===== src/rtl/irq_status_ctrl.sv =====
module irq_status_ctrl #(
  parameter int NSRC = 8,
  parameter int AW   = 2,
  parameter int DW   = 32
) (
  input  logic          clk,
  input  logic          rst_n,
  input  logic [AW-1:0] reg_addr,
  input  logic          reg_we,
  input  logic [DW-1:0] reg_wdata,
  output logic [DW-1:0] reg_rdata,
  input  logic          core_irq,
  input  logic [NSRC-1:1] src_evt,
  output logic          irq_o
);
  localparam logic [AW-1:0] A_MASK = AW'(0);
  localparam logic [AW-1:0] A_STAT = AW'(1);
  localparam logic [AW-1:0] A_CLR  = AW'(2);

  logic            core_d;
  logic [NSRC-1:0] mask_q, stat_q, hw_set, sw_set, sw_clr;

  assign hw_set = {src_evt, core_irq & ~core_d};
  assign sw_set = (reg_we && reg_addr == A_STAT) ? reg_wdata[NSRC-1:0] : '0;
  assign sw_clr = (reg_we && reg_addr == A_CLR)  ? reg_wdata[NSRC-1:0] : '0;
  assign irq_o  = |(stat_q & mask_q);

  always_ff @(posedge clk) begin
    if (!rst_n) begin
      core_d <= 1'b0;
      mask_q <= '0;
      stat_q <= '0;
    end else begin
      core_d <= core_irq;
      if (reg_we && reg_addr == A_MASK) mask_q <= reg_wdata[NSRC-1:0];
      stat_q <= (stat_q & ~sw_clr) | sw_set | hw_set;
    end
  end

  always_comb begin
    reg_rdata = '0;
    case (reg_addr)
      A_MASK: reg_rdata[NSRC-1:0] = mask_q;
      A_STAT: begin
        reg_rdata[NSRC-1:0] = stat_q;
        reg_rdata[DW-1]     = core_irq;
      end
      default: reg_rdata = '0;
    endcase
  end
endmodule


===== config.mk =====
export PLATFORM = sky130hd
export DESIGN_NAME = irq_status_ctrl
export DESIGN_NICKNAME = d
export VERILOG_FILES = /design/src/rtl/irq_status_ctrl.sv
export SDC_FILE = /design/constraint.sdc
export NUM_CORES = 1
export LEC_CHECK = 0
export ABC_AREA = 1
export BUFFER_PORTS_ARGS = -buffer_cell sky130_fd_sc_hd__buf_2
export CAP_MARGIN = 10
export CORE_UTILIZATION = 37
export DETAILED_ROUTE_END_ITERATION = 12
export PLACE_DENSITY = 0.85
export SETUP_SLACK_MARGIN = 0.2
export SLEW_MARGIN = 20
export SYNTH_ARGS = -nofsm -noshare
export SYNTH_HDL_FRONTEND = slang
export SYNTH_SLANG_ARGS = --single-unit

===== constraint.sdc =====
create_clock -name clk -period 0.8 [get_ports clk]
set_input_delay 0.12 -clock clk [delete_from_list [all_inputs] [get_ports clk]]
set_output_delay 0.12 -clock clk [all_outputs]
set_load 0.005 [all_outputs]

# Word-level counts from Yosys, hierarchy flattened
# Cells that the tools add are included.
# Widths: inputs -> output; s select.
# classes
n_eq_ne	2
n_mux	4
n_reduce_logical	5
bitwise	7
# op_table
op	count
$and 8x8->8	2
$mux 8	2
$or 8x8->8	2
$pmux 8 s2	1
$not 8->8	1
$reduce_or 8->1	1
$logic_and 1x1->1	3
$eq 2x1->1 const B	1
$eq 2x2->1 const B	1
$logic_not 2->1	1
$and 1x1->1	1
$mux 1	1
$not 1->1	1
# word_totals
regBits	17
input_bits	45

# Depth between registers and ports, before layout
# Gate-level depths: netlist of run 1.
# logic_depth
ltp_word	7
depth_mapped	7

# Worst setup path before layout of run 1
# Ideal clock, no wire load.
# synth_timing
path_type	input-to-reg
startpoint	input port reg_addr[0]
endpoint	register mask_q[2]
cell_stages	6
setup_slack_ns	-0.034
required_time_ns	0.683
setup_ns	0.117
arrival_time_ns	0.717
path_buffers	2
path_cell_list	buf_4 -> nor2_8 -> nand2_4 -> buf_6 -> o21ai_1 -> a21oi_1
# synth_between
elab_chain_len	2
# synth_lines
item	line_no	rtl
start: declaration	8	input logic [AW-1:0] reg_addr,
$logic_not 2->1	35	if (reg_we && reg_addr == A_MASK) mask_q <= reg_wdata[NSRC-1:0];
$logic_and 1x1->1	35	
end signal: assignment	35	
end: declaration	21	logic [NSRC-1:0] mask_q, stat_q, hw_set, sw_set, sw_clr;
# No other way between the ends.
# A chain may end at the register's enable or synchronous reset.

# Final worst setup path of run 1
# layout_timing
startpoint	register stat_q[3]
endpoint	output port irq_o
# layout_between
elab_chain_len	2
# layout_lines
item	line_no	rtl
start: declaration	21	
start signal: assignment	36	stat_q <= (stat_q & ~sw_clr) | sw_set | hw_set;
$and 8x8->8	26	assign irq_o = |(stat_q & mask_q);
$reduce_or 8->1	26	
end: declaration	14	output logic irq_o
# No other way between the ends.

==> metrics, run 1 <==
run status=complete, but fails checks; failing checks=setup timing; Area Growth Syn to Fin=52.42%; Hold Buf Count CTS=0; share of cells above drive strength 1=0.5281; skew final=0.0003021 ns; Post-Syn Instances=174; HP Class=in2reg; highest-delay cell along the critical path=dfxtp_2; clk slew on worst S/H paths=0.10 ns; Pins Over Slew Limit=0; WP buf/inv=1; vias=1252; port bufs=30; vias in the first global route=1031; Max VDD drop=0.0009365 V; Warnings, synthesis=0; drt pass-1 iters=4; setup ws final=-0.3770 ns; Final ANT Viol Nets=0; Post-Route WL=3.039 mm; Final Hold Viols=0; f_max=0.8496 GHz; CTS tree=built; placed insts=259; Non-Filler Instances=273; pre-CTS WS=-0.1648 ns; Period minus WS final=1.177 ns; diode count=0; Starting Density=0.4050; Pleak=0.0009057 uW; htree depth=1; CP Class=reg2out; CP most frequent cell=nand2_1; hold_ws=0.02666 ns; endpoint type of the worst setup path=output pin; Avg Cell Area, Syn=6.695 sq um; Seq/Total Area, Yosys=0.2922; number of CTS-inserted buffers=3; Finished Cell Area=1775 sq um; CP required=0.68 ns; pwr/cell area=1188 nW/um^2; initial antenna violation count=0; final setup fails=11; Worst Path Arrival=1.06 ns; Die Height=58.11 um; post-synthesis instance area=1165 sq um; DRC Markers=0; worst path cell trace=nand2_1 -> o21ai_0 -> nor2_1 -> nand2_1 -> buf_2; io pins=78; gpl congestion=0.8151; Setup crit start kind=flip-flop; CTS sink cnt=17; 1st-iter DRT viols=26; max_cap viols=0; max incr delay on CP=0.35 ns; vias per cell=4.586; RSZ-0062 raised after global routing=yes; post-synthesis cell type count=19; Max clock buf depth=2; dpl cell area=1445 sq um; CORE AREA=2877 sq um; first-pass GRT wire length=4.450 mm; root buf cell=clkbuf_4; Worst path top cell family by delay=flip-flops; Seq cells post-synth=17; clock latency on the worst-skew pair=0.29 ns; DIE AREA=3377 sq um; drt wl/cell=11.13 um; largest net degree at the start of global routing=12; floorplan die width=58.11 um; fin nets=277; Rows=19; crit-path max FO=3; post-DP HPWL=2.002 mm; gr usage total=0.1733; total grt overflow=0; Final period util=1.471; final cell utilization of the core=0.6172
## through the flow
step,total power (uW),setup TNS (ns)
floorplan,1339,-0.1033
global route,2202,-3.007
detailed placement,1452,-3.342
finish,2110,-2.607
global placement,1441,-2.675
CTS,2014,-2.512
## sequential cells by signal, summed over array words and instances (netlist names)
| register | cells |
|---|---|
| mask_q | 8 |
| stat_q | 8 |
| core_d | 1 |
## area by class of cell
cell class / count / area, sq um
clock buffer: 4 / 26.28
fill: 246 / 1101
inverter: 28 / 123.9
multi-input combinational: 120 / 711.9
sequential: 17 / 365.4
tap: 42 / 52.55
timing repair buffer: 62 / 495.5
## cells in the final DEF, fill, tap and decap left out, types with 2 or more instances in the layout
cell type,netlist,routed
buf_4,27,15
nand4_1,16,16
inv_2,1,7
conb_1,1,23
nand2_2,0,3
o22ai_2,0,4
clkbuf_4,0,4
a21oi_1,11,3
nand3_2,0,5
inv_1,27,18
a21oi_2,0,8
buf_12,0,3
buf_6,3,16
nand2_4,1,3
nor2_1,13,10
dfxtp_2,0,14
buf_2,0,27
o21ai_1,6,7
nand2_1,36,29
nor2_2,0,2
dfxtp_4,0,2
nand2_8,0,2
## where the power goes
part           internal (uW)  leakage [uW]  switching, uW
clock network            194     0.0000150            277
registers                909      0.000146           45.5
logic                    341      0.000744            343
## worst min-delay path: stages
cell and delay [ns]:
buf_2 0.09, nand2_1 0.04, inv_1 0.04
## logic make-up (layout without fill, tap and decap cells)
logic type             count (synthesis)  after routing  share of synthesized area
and+or+nand+nor                       73             73                     0.2975
DFF                                   17             17                     0.2922
buffers and inverters                 59             94                     0.2964
AOI/OAI and AO/OA                     24             24                     0.1106
other                                  1             23                   0.003219
## synth_stat cells
library cell   n  share of area
nand3_1        5          0.021
nor2_1        13          0.042
inv_2          1         0.0032
nor2_8         1          0.017
conb_1         1         0.0032
inv_1         27          0.087
a21oi_1       11          0.047
or2_2          1         0.0054
nand4_1       16          0.086
buf_6          3          0.029
buf_4         27           0.17
o21ai_2        1         0.0075
dfxtp_1       17           0.29
o22ai_1        4          0.021
o21ai_0        2         0.0086
clkbuf_1       1         0.0032
nand2_4        1         0.0097
o21ai_1        6          0.026
nand2_1       36           0.12
## timing repair
action | 4_1_cts | 5_1_grt
resized for setup | 47 | 29
buffers inserted | 4 | 6
setup endpoints to repair | 26 | 25
pin swaps | 17 | 11
## path summary, 6_finish.rpt
kind	start	endpoint	slack [ns]	cells after the start
setup / recovery	stat_q[3]$_SDFF_PN0_	irq_o	-0.38	5
hold / removal	core_irq	core_d$_SDFF_PN0_	0.03	3
setup reg to reg	stat_q[6]$_SDFF_PN0_	stat_q[6]$_SDFF_PN0_	-0.10	5
hold reg to reg	stat_q[7]$_SDFF_PN0_	stat_q[7]$_SDFF_PN0_	0.48	2
## routing by layer
layer | vias up | global-route usage | share of wire | wire (um)
li1 | 624 | - | - | -
met3 | 6 | 0.02232 | 0.055 | 166
met2 | 56 | 0.2989 | 0.51 | 1539
met1 | 566 | 0.2087 | 0.41 | 1259
met5 | - | 0 | 0 | 0
met4 | 0 | 0.09184 | 0.024 | 74
No activity file was read; power rests on OpenSTA's default activity.
==> run 2: changes to the inputs <==
SETUP_SLACK_MARGIN = 0.02   (was 0.2)
==> run 2 against run 1 <==
Net effect: the flow still finishes with violations (setup timing); final cell count is 3.7% lower; critical endpoint unchanged; non-clock buffer count is 10 lower; critical path depth stayed put; combinational power is 24% lower; die area stayed put; sequential power is 0.4% lower; first-iteration DRC count is 12% higher; hold slack worse by 0.0059 ns; clock skew is 0.0011 ns higher.
==> metrics, run 2 (synthesis results as in run 1) <==
run status=complete, but fails checks; failing checks=setup timing; commonest non-fill, non-tap cell in the layout=nand2_1; skew final=0.001389 ns (+0.001087 ns); first-pass GRT wire length=4.305 mm (-3.3%); DRC Markers=0 (unchanged); clk slew on worst S/H paths=0.10 ns (about the same); gr usage total=0.1616 (-0.01164); Period minus WS final=1.179 ns (+0.001800 ns); htree depth=1 (unchanged); DIE AREA=3377 sq um (unchanged); Die Height=58.11 um (unchanged); Pleak=0.0008354 uW (-7.8%); share of cells above drive strength 1=0.4389 (-0.08922); Finished Cell Area=1521 sq um (-14%); total grt overflow=0 (unchanged); Worst Path Arrival=1.06 ns (about the same); setup ws final=-0.3788 ns (-0.001800 ns); endpoint type of the worst setup path=output pin; Final period util=1.473 (+0.002250); Setup crit start kind=flip-flop; port bufs=30 (unchanged); largest net degree at the start of global routing=13 (+1); vias per cell=4.517 (-1.5%); io pins=78 (unchanged); f_max=0.8483 GHz (-0.15%); pre-CTS WS=-0.1380 ns (+0.02685 ns); floorplan die width=58.11 um (unchanged); drt wl/cell=10.14 um (-8.9%); vias=1188 (-5.1%); pwr/cell area=1265 nW/um^2 (+6.5%); Reg-to-Reg Start=core_d$_SDFF_PN0_; HP Class=in2reg; Multi-input gate area=634.4 sq um (-11%); Pins Over Slew Limit=0 (unchanged); register area=357.8 sq um (-2.1%); Starting Density=0.4050 (unchanged); drt pass-1 iters=4 (unchanged); Rows=19 (unchanged); biggest regs=mask_q: 8 flops, stat_q: 8 flops, core_d: 1 flops; gpl congestion=0.8515 (+4.5%); diode count=0 (unchanged); dpl cell area=1365 sq um (-5.5%); Final ANT Viol Nets=0 (unchanged); min-delay src=core_irq; post-DP HPWL=2.017 mm (+0.76%); Max clock buf depth=2 (unchanged); initial antenna violation count=0 (unchanged); commonest non-fill, non-tap cells in the layout=31 x nand2_1, 28 x buf_2, 23 x conb_1, 21 x inv_1, 18 x buf_4; RSZ-0062 raised after global routing=yes; 1st-iter DRT viols=29 (+12%); fin nets=267 (-3.6%); CTS tree=built; root buf cell=clkbuf_4; Area Growth Syn to Fin=30.61%; CTS sink cnt=17 (unchanged); R2R setup slack=0 ns (+0.10 ns); Power Total=1925 uW (-8.7%); final setup fails=9 (-2); Post-Route WL=2.666 mm (-12%); Final Hold Viols=0 (unchanged); clock latency on the worst-skew pair=0.28 ns (about the same); number of CTS-inserted buffers=3 (unchanged); Max VDD drop=0.0007240 V (-23%); CORE AREA=2877 sq um (unchanged); crit-path max FO=2 (-1); vias in the first global route=1020 (-1.1%); max_cap viols=0 (unchanged); CP required=0.68 ns (about the same); fill cell count=285 (+16%); Hold Buf Count CTS=0 (unchanged); Critical Path Start=stat_q[4]$_SDFF_PN0_; CP Class=reg2out
-- run 2: changes by cell type in the layout (fill, tap and decap cells not counted), sizes merged --
cell	change
buf	-10
clkbuf	-1
clkinv	+1
inv	+1
clkinvlp	-1
-- run 2: timing repair --
| item | in CTS | in global routing |
|---|---|---|
| setup buffers | 4 | 1 |
| setup endpoints to repair | 11 | 13 |
| resized for setup | 30 | 13 |
| hold endpoints to repair | 0 | 0 |
| pin swaps | 15 | 6 |
-- run 2: layer usage --
layer	GRT usage	wire (um)	up-vias
met2	0.2808	1309	49
met3	0.02902	196	9
met4	0.04762	40	0
li1	-	-	608
met5	0	0	-
met1	0.2033	1119	522
-- run 2: report_power, final --
part,internal (uW),switching (uW),leakage [uW]
registers,911,40.3,0.000145
clock network,186,270,0.0000177
logic,235,284,0.000673
-- run 2: final timing paths --
| path | to | cells past startpoint |
|---|---|---|
| worst max register to register | stat_q[0]$_SDFF_PN0_ | 4 |
| worst max-delay path | irq_o | 5 |
| worst min-delay path | core_d$_SDFF_PN0_ | 3 |
| worst min register to register | stat_q[7]$_SDFF_PN0_ | 2 |
-- run 2: per-stage QoR --
| stage | cells | util | hold slack [ns] | TNS, ns |
|---|---|---|---|---|
| finish | 263 | 0.5289 | 0.02078 | -2.325 |
| global route | 263 | 0.5289 | 0.01922 | -2.807 |
| CTS | 263 | 0.5154 | 0.02110 | -2.307 |
| detailed placement | 255 | 0.4746 | 0.3144 | -2.261 |
| global placement | 255 | 0.4746 | 0.3142 | -1.868 |
| floorplan | 196 | - | 0.2135 | -0.1033 |
-- run 2: final cells by class --
type | instances | share of cell area
timing repair buffer | 52 | 0.2229
sequential | 17 | 0.2352
clock inverter | 1 | 0.003289
multi-input combinational | 120 | 0.4169
clock buffer | 3 | 0.01480
tap | 42 | 0.03454
inverter | 28 | 0.07237
-- run 2: worst max-delay path, cell delays in order (launching register included) --
cell and delay (ns):
dfxtp_2 0.35, nand2_1 0.07, nand2_1 0.07, nor2_1 0.11, nand2_1 0.05, buf_2 0.12
==> run 3: changes to the inputs <==
--- a/config.mk
+++ b/config.mk
@@ -9,7 +9,8 @@
 export BUFFER_PORTS_ARGS = -buffer_cell sky130_fd_sc_hd__buf_2
 export CAP_MARGIN = 10
-export CORE_UTILIZATION = 37
+export CORE_UTILIZATION = 39
+export CTS_BUF_LIST = sky130_fd_sc_hd__clkbuf_4
 export DETAILED_ROUTE_END_ITERATION = 12
-export PLACE_DENSITY = 0.85
+export PLACE_DENSITY = 0.89
 export SETUP_SLACK_MARGIN = 0.02
 export SLEW_MARGIN = 20
==> constraint.sdc (replaced) <==
create_clock -name clk -period 0.8 [get_ports clk]
set_input_delay 0.08 -clock clk [delete_from_list [all_inputs] [get_ports clk]]
set_output_delay 0.08 -clock clk [all_outputs]
set_load 0.005 [all_outputs]
==> run 3 against run 2 <==
Net effect: the run still ends with setup timing left; global-route usage rose by 0.67 points; sequential power barely moved; final cell count fell by 6.1%; critical path depth did not move; hold slack improved by 0.035 ns; critical path type unchanged; largest power group unchanged.
==> metrics, run 3 (synthesis results as in run 1) <==
R2R setup slack=-0.04 ns (-0.04 ns); largest net degree at the start of global routing=13 (unchanged); final setup fails=10 (+1); Area Growth Syn to Fin=21.38%; commonest non-fill, non-tap cell in the layout=nand2_1; highest-delay cell along the critical path=dfxtp_2; clock latency on the worst-skew pair=0.28 ns (about the same); Pins Over Slew Limit=0 (unchanged); Starting Density=0.4188 (+0.01384); 1st-iter DRT viols=40 (+38%); skew final=0.0002282 ns (-0.001161 ns); crit-path max FO=3 (+1); root buf cell=clkbuf_4; number of CTS-inserted buffers=3 (unchanged); CP required=0.72 ns (+0.04 ns); HP Class=in2reg; CP most frequent cell=nand2_1; Final period util=1.426 (-0.04746); vias in the first global route=1030 (+0.98%); max incr delay on CP=0.35 ns (about the same); drt wl/cell=10.66 um (+5.1%); Max VDD drop=0.0005633 V (-22%); Pleak=0.0007937 uW (-5.0%); Setup crit start kind=flip-flop; pwr/cell area=1348 nW/um^2 (+6.5%); Max clock buf depth=2 (unchanged); gr usage total=0.1683 (+0.006653); final setup TNS=-1.932 ns (+0.3926 ns); total grt overflow=0 (unchanged); Rows=19 (unchanged); htree depth=1 (unchanged); dpl cell area=1289 sq um (-5.6%); Finished Cell Area=1414 sq um (-7.1%); vias=1145 (-3.6%); clk slew on worst S/H paths=0.10 ns (about the same); Period minus WS final=1.141 ns (-0.03797 ns); run status=complete, but fails checks; CP Class=reg2out; worst path cell trace=nand2_1 -> nand2_1 -> nor2_1 -> nand2_1 -> buf_2; first-pass GRT wire length=4.264 mm (-0.95%); DIE AREA=3209 sq um (-5.0%); Final ANT Viol Nets=0 (unchanged); CORE AREA=2781 sq um (-3.3%); port bufs=30 (unchanged); DRC Markers=0 (unchanged); Worst Path Arrival=1.06 ns (about the same); share of cells above drive strength 1=0.3796 (-0.05928); RSZ-0062 raised after global routing=yes; f_max=0.8766 GHz (+3.3%); biggest regs=mask_q: 8 flops, stat_q: 8 flops, core_d: 1 flops; CTS tree=built; failing checks=setup timing; max_cap viols=0 (unchanged); floorplan die width=56.65 um (-2.5%); setup ws final=-0.3408 ns (+0.03797 ns); gpl congestion=0.8104 (-4.8%); endpoint type of the worst setup path=output pin; Final Hold Viols=0 (unchanged); diode count=0 (unchanged); drt pass-1 iters=4 (unchanged); io pins=78 (unchanged); vias per cell=4.636 (+2.6%); Post-Route WL=2.632 mm (-1.3%); fin nets=262 (-1.9%); commonest non-fill, non-tap cells in the layout=34 x nand2_1, 30 x buf_2, 23 x conb_1, 21 x inv_1; post-DP HPWL=1.992 mm (-1.3%); initial antenna violation count=0 (unchanged); Die Height=56.65 um (-2.5%); CTS sink cnt=17 (unchanged)
run 3: cell count changes in the layout (fill, tap and decap cells not counted), moves of 2 or more:
cell / delta
dfxtp_2: -2
nand3_2: +2
nand2_2: -2
buf_6: -5
o22ai_2: -3
nor2_2: -2
nand2_1: +3
buf_4: -2
nand3_1: -2
nor2_1: +2
dfxtp_1: +2
o22ai_1: +3
buf_2: +2
run 3: path summary, 6_finish.rpt:
path	start	end	cells after the start
max reg2reg	stat_q[3]$_SDFF_PN0_	stat_q[3]$_SDFF_PN0_	4
max	stat_q[1]$_SDFF_PN0_	irq_o	5
min reg2reg	mask_q[7]$_SDFFE_PN0P_	mask_q[7]$_SDFFE_PN0P_	2
min	reg_wdata[5]	mask_q[5]$_SDFFE_PN0P_	3
run 3: critical path, delay by kind of cell, from the launching register on:
family,cells,cell delay [ns]
buffers and inverters,1,0.12
DFF,1,0.35
and+or+nand+nor,4,0.30
run 3: cell type report:
| class | count | area (sq um) |
|---|---|---|
| clock buffer | 4 | 30.03 |
| tap | 31 | 38.79 |
| timing repair buffer | 47 | 280.3 |
| fill | 269 | 1368 |
| multi-input combinational | 120 | 604.3 |
| inverter | 28 | 105.1 |
| sequential | 17 | 355.3 |
run 3: repair_timing:
item                       CTS  global route
setup endpoints to repair   10            12
gates resized for setup     13            15
hold endpoints to repair     1             0
hold buffers                 1             0
pin swaps                    9             8
setup buffers                3             1
run 3: per-layer routing:
metal / wire length (um) / GRT usage
met1: 1192 / 0.2123
met2: 1261 / 0.2941
met3: 157 / 0.01613
met4: 21 / 0.06272
met5: 0 / 0
run 3: power by group:
group          leakage (uW)  switching, uW  internal (uW)
sequential         0.000144           42.5            910
clock             0.0000184            255            228
combinational      0.000631            265            206
run 3: stage by stage:
step                      std cells  hold WS (ns)  total power, uW  utilization  worst slack, ns
after floorplan                 196        0.1735             1298            -          0.01699
after global placement          238        0.2723             1357       0.4633         -0.02394
after detailed placement        238        0.2885             1373       0.4633         -0.07105
after CTS                       246       0.05504             1876       0.4912          -0.3347
after global routing            247       0.08309             2017       0.5083          -0.4146
final                           247       0.05610             1906       0.5083          -0.3408
